## config.mk

```make
export PLATFORM = sky130hd
export DESIGN_NAME = tlb_split_tag
export DESIGN_NICKNAME = d
export VERILOG_FILES = /design/src/rtl/tlb_pkg.sv /design/src/rtl/tlb_tag_bank.sv /design/src/rtl/tlb_data_bank.sv /design/src/rtl/tlb_split_tag.sv
export SDC_FILE = /design/constraint.sdc
export NUM_CORES = 2
export LEC_CHECK = 0
export BUFFER_PORTS_ARGS = -buffer_cell sky130_fd_sc_hd__clkbuf_2
export CAP_MARGIN = 10
export CORE_ASPECT_RATIO = 0.5
export CORE_MARGIN = 5
export CORE_UTILIZATION = 55
export DETAILED_ROUTE_END_ITERATION = 12
export GPL_TIMING_DRIVEN = 0
export PLACE_DENSITY_LB_ADDON = 0.05
export SYNTH_ARGS = -nofsm -noshare
export SYNTH_HDL_FRONTEND = slang
export SYNTH_HIERARCHICAL = 1
export SYNTH_SLANG_ARGS = --single-unit
```

## constraint.sdc

```tcl
create_clock -name clk -period 2.75 [get_ports clk]
set_input_delay 0.1375 -clock clk [delete_from_list [all_inputs] [get_ports clk]]
set_output_delay 0.1375 -clock clk [all_outputs]
set_load 0.005 [all_outputs]
```

## src/rtl/tlb_pkg.sv

```systemverilog
package tlb_pkg;
    typedef enum logic [1:0] {
        ACC_FETCH = 2'd0,
        ACC_LOAD  = 2'd1,
        ACC_STORE = 2'd2,
        ACC_NONE  = 2'd3
    } acc_e;

    localparam int unsigned NUM_ACC = 3;
endpackage

```

## src/rtl/tlb_tag_bank.sv

```systemverilog
module tlb_tag_bank #(
    parameter int unsigned ENTRIES = 16,
    parameter int unsigned VPN_W   = 20,
    localparam int unsigned IDX_W  = $clog2(ENTRIES),
    localparam int unsigned TAG_W  = VPN_W + 1
) (
    input  logic             clk,
    input  logic             rst_n,
    input  logic             flush_i,
    input  logic             rf_en_i,
    input  logic [IDX_W-1:0] rf_idx_i,
    input  logic [VPN_W-1:0] rf_vpn_i,
    input  logic             wr_en_i,
    input  logic             wr_flag_i,
    input  logic [IDX_W-1:0] rd_idx_i,
    output logic [TAG_W-1:0] rd_tag_o
);
    // bit VPN_W is the trigger-check flag, low bits are the VPN
    logic [TAG_W-1:0] tag_q [ENTRIES];

    always_ff @(posedge clk or negedge rst_n) begin
        if (!rst_n) begin
            for (int e = 0; e < ENTRIES; e++) tag_q[e] <= '1;
        end else if (flush_i) begin
            for (int e = 0; e < ENTRIES; e++) tag_q[e] <= '1;
        end else if (rf_en_i) begin
            if (wr_en_i)
                tag_q[rf_idx_i] <= {wr_flag_i, rf_vpn_i};
            else if (tag_q[rf_idx_i][VPN_W-1:0] != rf_vpn_i)
                tag_q[rf_idx_i] <= '1;
        end
    end

    assign rd_tag_o = tag_q[rd_idx_i];

    for (genvar e = 0; e < ENTRIES; e++) begin : g_chk
        AST_FLUSH_INVALID: assert property (@(posedge clk) disable iff (!rst_n)
            flush_i |=> (&tag_q[e]));
    end

    AST_OWN_WRITE: assert property (@(posedge clk) disable iff (!rst_n)
        (rf_en_i && wr_en_i && !flush_i) |=>
        tag_q[$past(rf_idx_i)] == {$past(wr_flag_i), $past(rf_vpn_i)});

    AST_SIBLING_CLEAN: assert property (@(posedge clk) disable iff (!rst_n)
        (rf_en_i && !wr_en_i && !flush_i) |=>
        ((&tag_q[$past(rf_idx_i)]) ||
         tag_q[$past(rf_idx_i)][VPN_W-1:0] == $past(rf_vpn_i)));
endmodule

```

## src/rtl/tlb_data_bank.sv

```systemverilog
module tlb_data_bank #(
    parameter int unsigned ENTRIES = 16,
    parameter int unsigned PPN_W   = 22,
    localparam int unsigned IDX_W  = $clog2(ENTRIES)
) (
    input  logic             clk,
    input  logic             rst_n,
    input  logic             wr_en_i,
    input  logic [IDX_W-1:0] wr_idx_i,
    input  logic [PPN_W-1:0] wr_ppn_i,
    input  logic [IDX_W-1:0] rd_idx_i,
    output logic [PPN_W-1:0] rd_ppn_o
);
    logic [PPN_W-1:0] slot_q [ENTRIES];

    always_ff @(posedge clk or negedge rst_n) begin
        if (!rst_n) begin
            for (int e = 0; e < ENTRIES; e++) slot_q[e] <= '0;
        end else if (wr_en_i) begin
            slot_q[wr_idx_i] <= wr_ppn_i;
        end
    end

    assign rd_ppn_o = slot_q[rd_idx_i];

    AST_SLOT_WRITE: assert property (@(posedge clk) disable iff (!rst_n)
        wr_en_i |=> slot_q[$past(wr_idx_i)] == $past(wr_ppn_i));
endmodule

```

## src/rtl/tlb_split_tag.sv

```systemverilog
module tlb_split_tag
    import tlb_pkg::*;
#(
    parameter int unsigned ENTRIES = 16,
    parameter int unsigned VPN_W   = 20,
    parameter int unsigned PPN_W   = 22
) (
    input  logic             clk,
    input  logic             rst_n,
    input  logic             flush_i,
    input  logic             lk_valid_i,
    input  logic [1:0]       lk_type_i,
    input  logic [VPN_W-1:0] lk_vpn_i,
    input  logic             rf_valid_i,
    input  logic [1:0]       rf_type_i,
    input  logic [VPN_W-1:0] rf_vpn_i,
    input  logic [PPN_W-1:0] rf_ppn_i,
    input  logic [2:0]       trig_en_i,
    output logic             rsp_valid_o,
    output logic             rsp_hit_o,
    output logic             rsp_slow_o,
    output logic [PPN_W-1:0] rsp_ppn_o
);
    localparam int unsigned IDX_W = $clog2(ENTRIES);
    localparam int unsigned TAG_W = VPN_W + 1;

    logic [IDX_W-1:0] lk_idx, rf_idx;
    logic [TAG_W-1:0] bank_tag [NUM_ACC];
    logic [TAG_W-1:0] sel_tag;
    logic [PPN_W-1:0] slot_ppn;
    logic             hit_d, slow_d;

    assign lk_idx = lk_vpn_i[IDX_W-1:0];
    assign rf_idx = rf_vpn_i[IDX_W-1:0];

    for (genvar b = 0; b < NUM_ACC; b++) begin : g_bank
        tlb_tag_bank #(.ENTRIES(ENTRIES), .VPN_W(VPN_W)) u_bank (
            .clk      (clk),
            .rst_n    (rst_n),
            .flush_i  (flush_i),
            .rf_en_i  (rf_valid_i),
            .rf_idx_i (rf_idx),
            .rf_vpn_i (rf_vpn_i),
            .wr_en_i  (rf_type_i == 2'(b)),
            .wr_flag_i(trig_en_i[b]),
            .rd_idx_i (lk_idx),
            .rd_tag_o (bank_tag[b])
        );
    end

    tlb_data_bank #(.ENTRIES(ENTRIES), .PPN_W(PPN_W)) u_data (
        .clk     (clk),
        .rst_n   (rst_n),
        .wr_en_i (rf_valid_i && !flush_i),
        .wr_idx_i(rf_idx),
        .wr_ppn_i(rf_ppn_i),
        .rd_idx_i(lk_idx),
        .rd_ppn_o(slot_ppn)
    );

    always_comb begin
        unique case (acc_e'(lk_type_i))
            ACC_FETCH: sel_tag = bank_tag[0];
            ACC_LOAD:  sel_tag = bank_tag[1];
            ACC_STORE: sel_tag = bank_tag[2];
            default:   sel_tag = '1;
        endcase
        hit_d  = (lk_type_i != 2'd3) && (sel_tag == {1'b0, lk_vpn_i});
        slow_d = (lk_type_i != 2'd3) && sel_tag[VPN_W] &&
                 (sel_tag[VPN_W-1:0] == lk_vpn_i);
    end

    always_ff @(posedge clk or negedge rst_n) begin
        if (!rst_n) begin
            rsp_valid_o <= 1'b0;
            rsp_hit_o   <= 1'b0;
            rsp_slow_o  <= 1'b0;
            rsp_ppn_o   <= '0;
        end else begin
            rsp_valid_o <= lk_valid_i;
            rsp_hit_o   <= lk_valid_i && hit_d;
            rsp_slow_o  <= lk_valid_i && slow_d;
            rsp_ppn_o   <= slot_ppn;
        end
    end

    AST_RSP_TIMING: assert property (@(posedge clk) disable iff (!rst_n)
        lk_valid_i |=> rsp_valid_o);
    AST_NO_IDLE_RSP: assert property (@(posedge clk) disable iff (!rst_n)
        !lk_valid_i |=> !rsp_valid_o);
    AST_HIT_SLOW_EXCL: assert property (@(posedge clk) disable iff (!rst_n)
        !(rsp_hit_o && rsp_slow_o));
    AST_HIT_NEEDS_REQ: assert property (@(posedge clk) disable iff (!rst_n)
        rsp_hit_o |-> rsp_valid_o);
endmodule

```

==> impl.org <==
** STA
- Setup violations remaining at the end of the flow were counted as approximately 1000.
- Between clock sinks in the finished design, the worst skew comes to 0.0275 ns.
- Fin crit period :: 3.43 ns
- Worst Max-Slew Pin Slew :: 1.26 ns
- Setup repair after global routing could not meet its margin everywhere.
- For this run, the top clock speed supported by timing is 292 MHz.
- The final hold violation count came to 0.
- Measured against its own limit, the worst slew margin works out to 16.2%.
- Final period utilization :: 125%
- Pins Over Slew Limit :: 0
- Setup slack on the critical path of the routed design comes to -0.675 ns.

** CTS
- Buffers inserted during clock tree synthesis total around 130.
- The clock drives approximately 1400 sinks.
- The root buffer cell chosen for the clock tree is clkbuf_16.
- Later-pin clock latency in the skew report :: a little under 0.8 ns
- TritonCTS built the clock tree.
- Number of H-tree branching levels :: 4
- CTS Buffer Depth :: 3
- Clock-pin slew was measured on the worst setup and hold paths at 0.07 ns.

** Route
- The detailed router finished its first iteration with 6880 violations.
- First-pass iteration count of the detailed router :: 6
- Post-detailed-route DRC marker count :: 0
- Number of vias per cell after detailed routing :: between 7 and 8
- Antenna viol nets, final :: 0
- Average wire length per cell after detail routing :: 37.9 um
- After detailed routing, the total wire length is between 200000 and 300000 um.
- Total vias in the final route :: 54400

** Layout
- Final cell count without fillers :: 7265
- At the end of the flow the core is filled with cells to 65.2%.
- The net count of the finished layout is 5467.
- Relative to the synthesized area, the layout overhead comes to 17.0%.
- In the final layout, the share of cells above drive strength 1 is a little over half.
- Non-Filler Cell Area, Final :: 84300 um^2

** Global route
- Pin count of the biggest net entering global routing :: between 100 and 150
- Via count of the first global-routing pass :: 54900
- Global-route congestion overflow total :: 0
- Global routing used between 30% and 40% of the available tracks across all layers.
- The number of antenna violations at the first check in global routing was 17.
- First-pass GRT wire length :: 395000 um

** Synth
- Library cell with the highest instance count after synthesis :: dfstp_2
- By count the netlist is led by dfstp_2 (1008), a2bb2oi_1 (762), mux4_2 (550).
- Nets in the synthesized netlist :: 5104
- Share of flip-flops with an asynchronous set or reset after synthesis :: 100%
- Main flop type after synthesis :: dfstp_2
- The Yosys step of the flow raised 6 warnings.
- Sequential area share after synthesis :: roughly 50%
- The mapped netlist covers slightly above 70000 um^2.
- EDFF count, synth :: 0
- In this run the biggest area consumer among cell types represents 36.8% of the synthesized area.
- In this run, distinct cell masters in the synthesized netlist total 62.
- Sorting the synthesized cells by area gives the leading types as dfstp_2 (37%), mux4_2 (17%), dfrtp_1 (13%).
- Counting flops and latches in the post-synthesis netlist gives 1385.
- Synthesis produced a netlist whose cell count is 5030.
- dfstp_2 takes more of the synthesized area than any other cell.
- Syn_area_per_cell :: 14.3 um^2

** Die
- Placement row count :: 93
- Vert. Die Dim :: 266 um
- Floorplan die width :: 522 um
- The die covers 139000 um^2.
- Initial Utilization :: 55.7%
- The region available for standard cell placement spans 129000 um^2.
- Ports :: 99

** Placed design
- Routability-driven placement congestion ratio :: 1.00
- Number of cells in the design after placement :: 6888
- Detailed placement finished with a half-perimeter wire length of around 190000 um.
- Post-Place Cell Area :: 75300 um^2
- The count of buffers added on input and output ports is 86.

** Worst setup path
- Highest cell delay on the worst timing path :: 0.52 ns
- Crit. End Element :: register
- The critical path goes through clkbuf_8 -> buf_2 -> clkbuf_2 -> mux4_2 -> mux4_2 -> mux2i_2 -> mux2i_2 -> xnor2_1 -> nand4_1 -> nor4_4 -> and3_4.
- Cell with the largest stage delay on the worst path :: mux4_2
- Category of the critical setup timing path :: in -> reg
- Required time of the worst setup path :: 3.45 ns
- In this run the worst path has a maximum fanout of 12.
- Crit start category :: primary input
- STA puts the critical path data arrival time at 4.13 ns.

** Power and ir drop
- Leakage power summed over all cells :: 30.6 nW
- Power per Cell Area :: approximately 570 nW/um^2
- Peak supply drop :: 0.654 mV

** Outcome
- Violations in the final reports :: negative setup slack
- Result of the run :: complete, but fails checks

** Worst hold path
- The min-delay analysis places its worst path in the category in -> reg.

** Run
- # Max-Cap Violations :: 0
logic make-up after synthesis:
logic type / Yosys count / share of synthesized area, %
AOI/OAI and AO/OA: 1399 / 16.4
xor gates and xnor gates: 74 / 0.900
buffers and inverters: 637 / 3.81
DFF: 1385 / 49.9
muxes: 1150 / 26.3
and+or+nand+nor: 385 / 2.74
layout make-up:
cell class / count / area (um^2)
Clock inverter: 61 / 843
Timing Repair Buffer: 232 / 2370
Buffer: 601 / 3930
Inverter: 33 / 128
Clock buffer: 180 / 3700
Tap cell: 1757 / 2200
Sequential cell: 1385 / 35900
Antenna cell: 8 / 20.0
Fill cell: 9619 / 45100
Multi-Input combinational cell: 3008 / 35200
path summary, 6_finish.rpt:
check                                                        start                                 endpoint  slack, ns  cells after the start
setup / recovery                                       lk_vpn_i[1]                     rsp_slow_o$_DFF_PN0_      -0.68                     11
hold / removal                                         rf_vpn_i[0]           u_data/slot_q[198]$_DFFE_PN0P_      0.008                      3
setup reg to reg           g_bank[1].u_bank/tag_q[262]$_DFFE_PN1P_                     rsp_slow_o$_DFF_PN0_      -0.63                      8
hold reg to reg            g_bank[1].u_bank/tag_q[314]$_DFFE_PN1P_  g_bank[1].u_bank/tag_q[314]$_DFFE_PN1P_       0.50                      1
max in group asynchronous                                    rst_n           u_data/slot_q[254]$_DFFE_PN0P_       0.17                      7
min in group asynchronous                                    rst_n                      rsp_hit_o$_DFF_PN0_       0.08                      3
routing by layer:
layer | GRT usage (%) | share of wire, % | routed length [um] | vias to the layer above
met5 | 0 | 0.056 | 153 | -
met4 | 16.0 | 4.8 | 13200 | 22
met3 | 11.6 | 12 | 33800 | 760
met2 | 56.5 | 43 | 119000 | 3672
met1 | 54.8 | 40 | 110000 | 29000
li1 | - | - | - | 21000
registers in the layout (all words and copies together), names as in the netlist:
name	flops
rsp_ppn_o	22
rsp_valid_o	1
g_bank.u_bank/tag_q	1008
u_data/slot_q	352
rsp_slow_o	1
rsp_hit_o	1
worst max-delay path, delay by kind of cell:
kind / cells / cell delay, ns
multiplexers: 4 / 1.54
buffers and inverters: 3 / 1.17
AND/OR/NAND/NOR: 3 / 1.04
XOR/XNOR: 1 / 0.20
report_power, final:
part,total [mW],internal [mW],switching (mW)
clock network,19.5,10.9,8.61
logic,6.54,2.83,3.71
registers,22.2,21.6,0.573
metrics by stage:
stage	hold WS [ns]	worst slack (ns)	TNS (ns)	total power, mW
6_report	0.00792	-0.675	-330.29	48.3
5_1_grt	0.00195	-0.559	-362.58	49.8
4_1_cts	0.00107	-0.446	-373.21	48.1
3_5_place_dp	0.369	-2.66	-2468.96	28.3
3_3_place_gp	0.369	-31.01	-	28.0
2_1_floorplan	-0.158	-0.000836	-0.000836	25.9
cell usage in the layout (no fill, tap or decap), drive strengths merged, types with 15 or more instances in the layout:
cell | netlist | routed
a211oi | 15 | 15
a21oi | 120 | 120
a22oi | 116 | 116
a2bb2oi | 762 | 762
a31oi | 27 | 27
and3 | 19 | 19
buf | 241 | 341
clkbuf | 363 | 612
clkinv | 3 | 35
dfrtp | 377 | 377
dfstp | 1008 | 1008
dlygate4sd3 | 0 | 54
inv | 30 | 38
mux2 | 386 | 386
mux2i | 214 | 214
mux4 | 550 | 550
nand2 | 54 | 54
nand2b | 29 | 29
nand3 | 27 | 27
nor2 | 145 | 145
nor2b | 26 | 26
nor3 | 19 | 19
o22ai | 31 | 31
o32a | 252 | 252
xnor2 | 47 | 47
xor2 | 27 | 27
repair_timing:
item / CTS / global route
setup buffers: 7 / 29
hold buffers: 53 / 2
resized for setup: 412 / 500
gates cloned: 12 / 28
endpoints found under the setup margin: 1010 / 1128
endpoints found under the hold margin: 405 / 3
pin swaps: 22 / 71
Note: power is estimated with default switching activity, not from simulation.
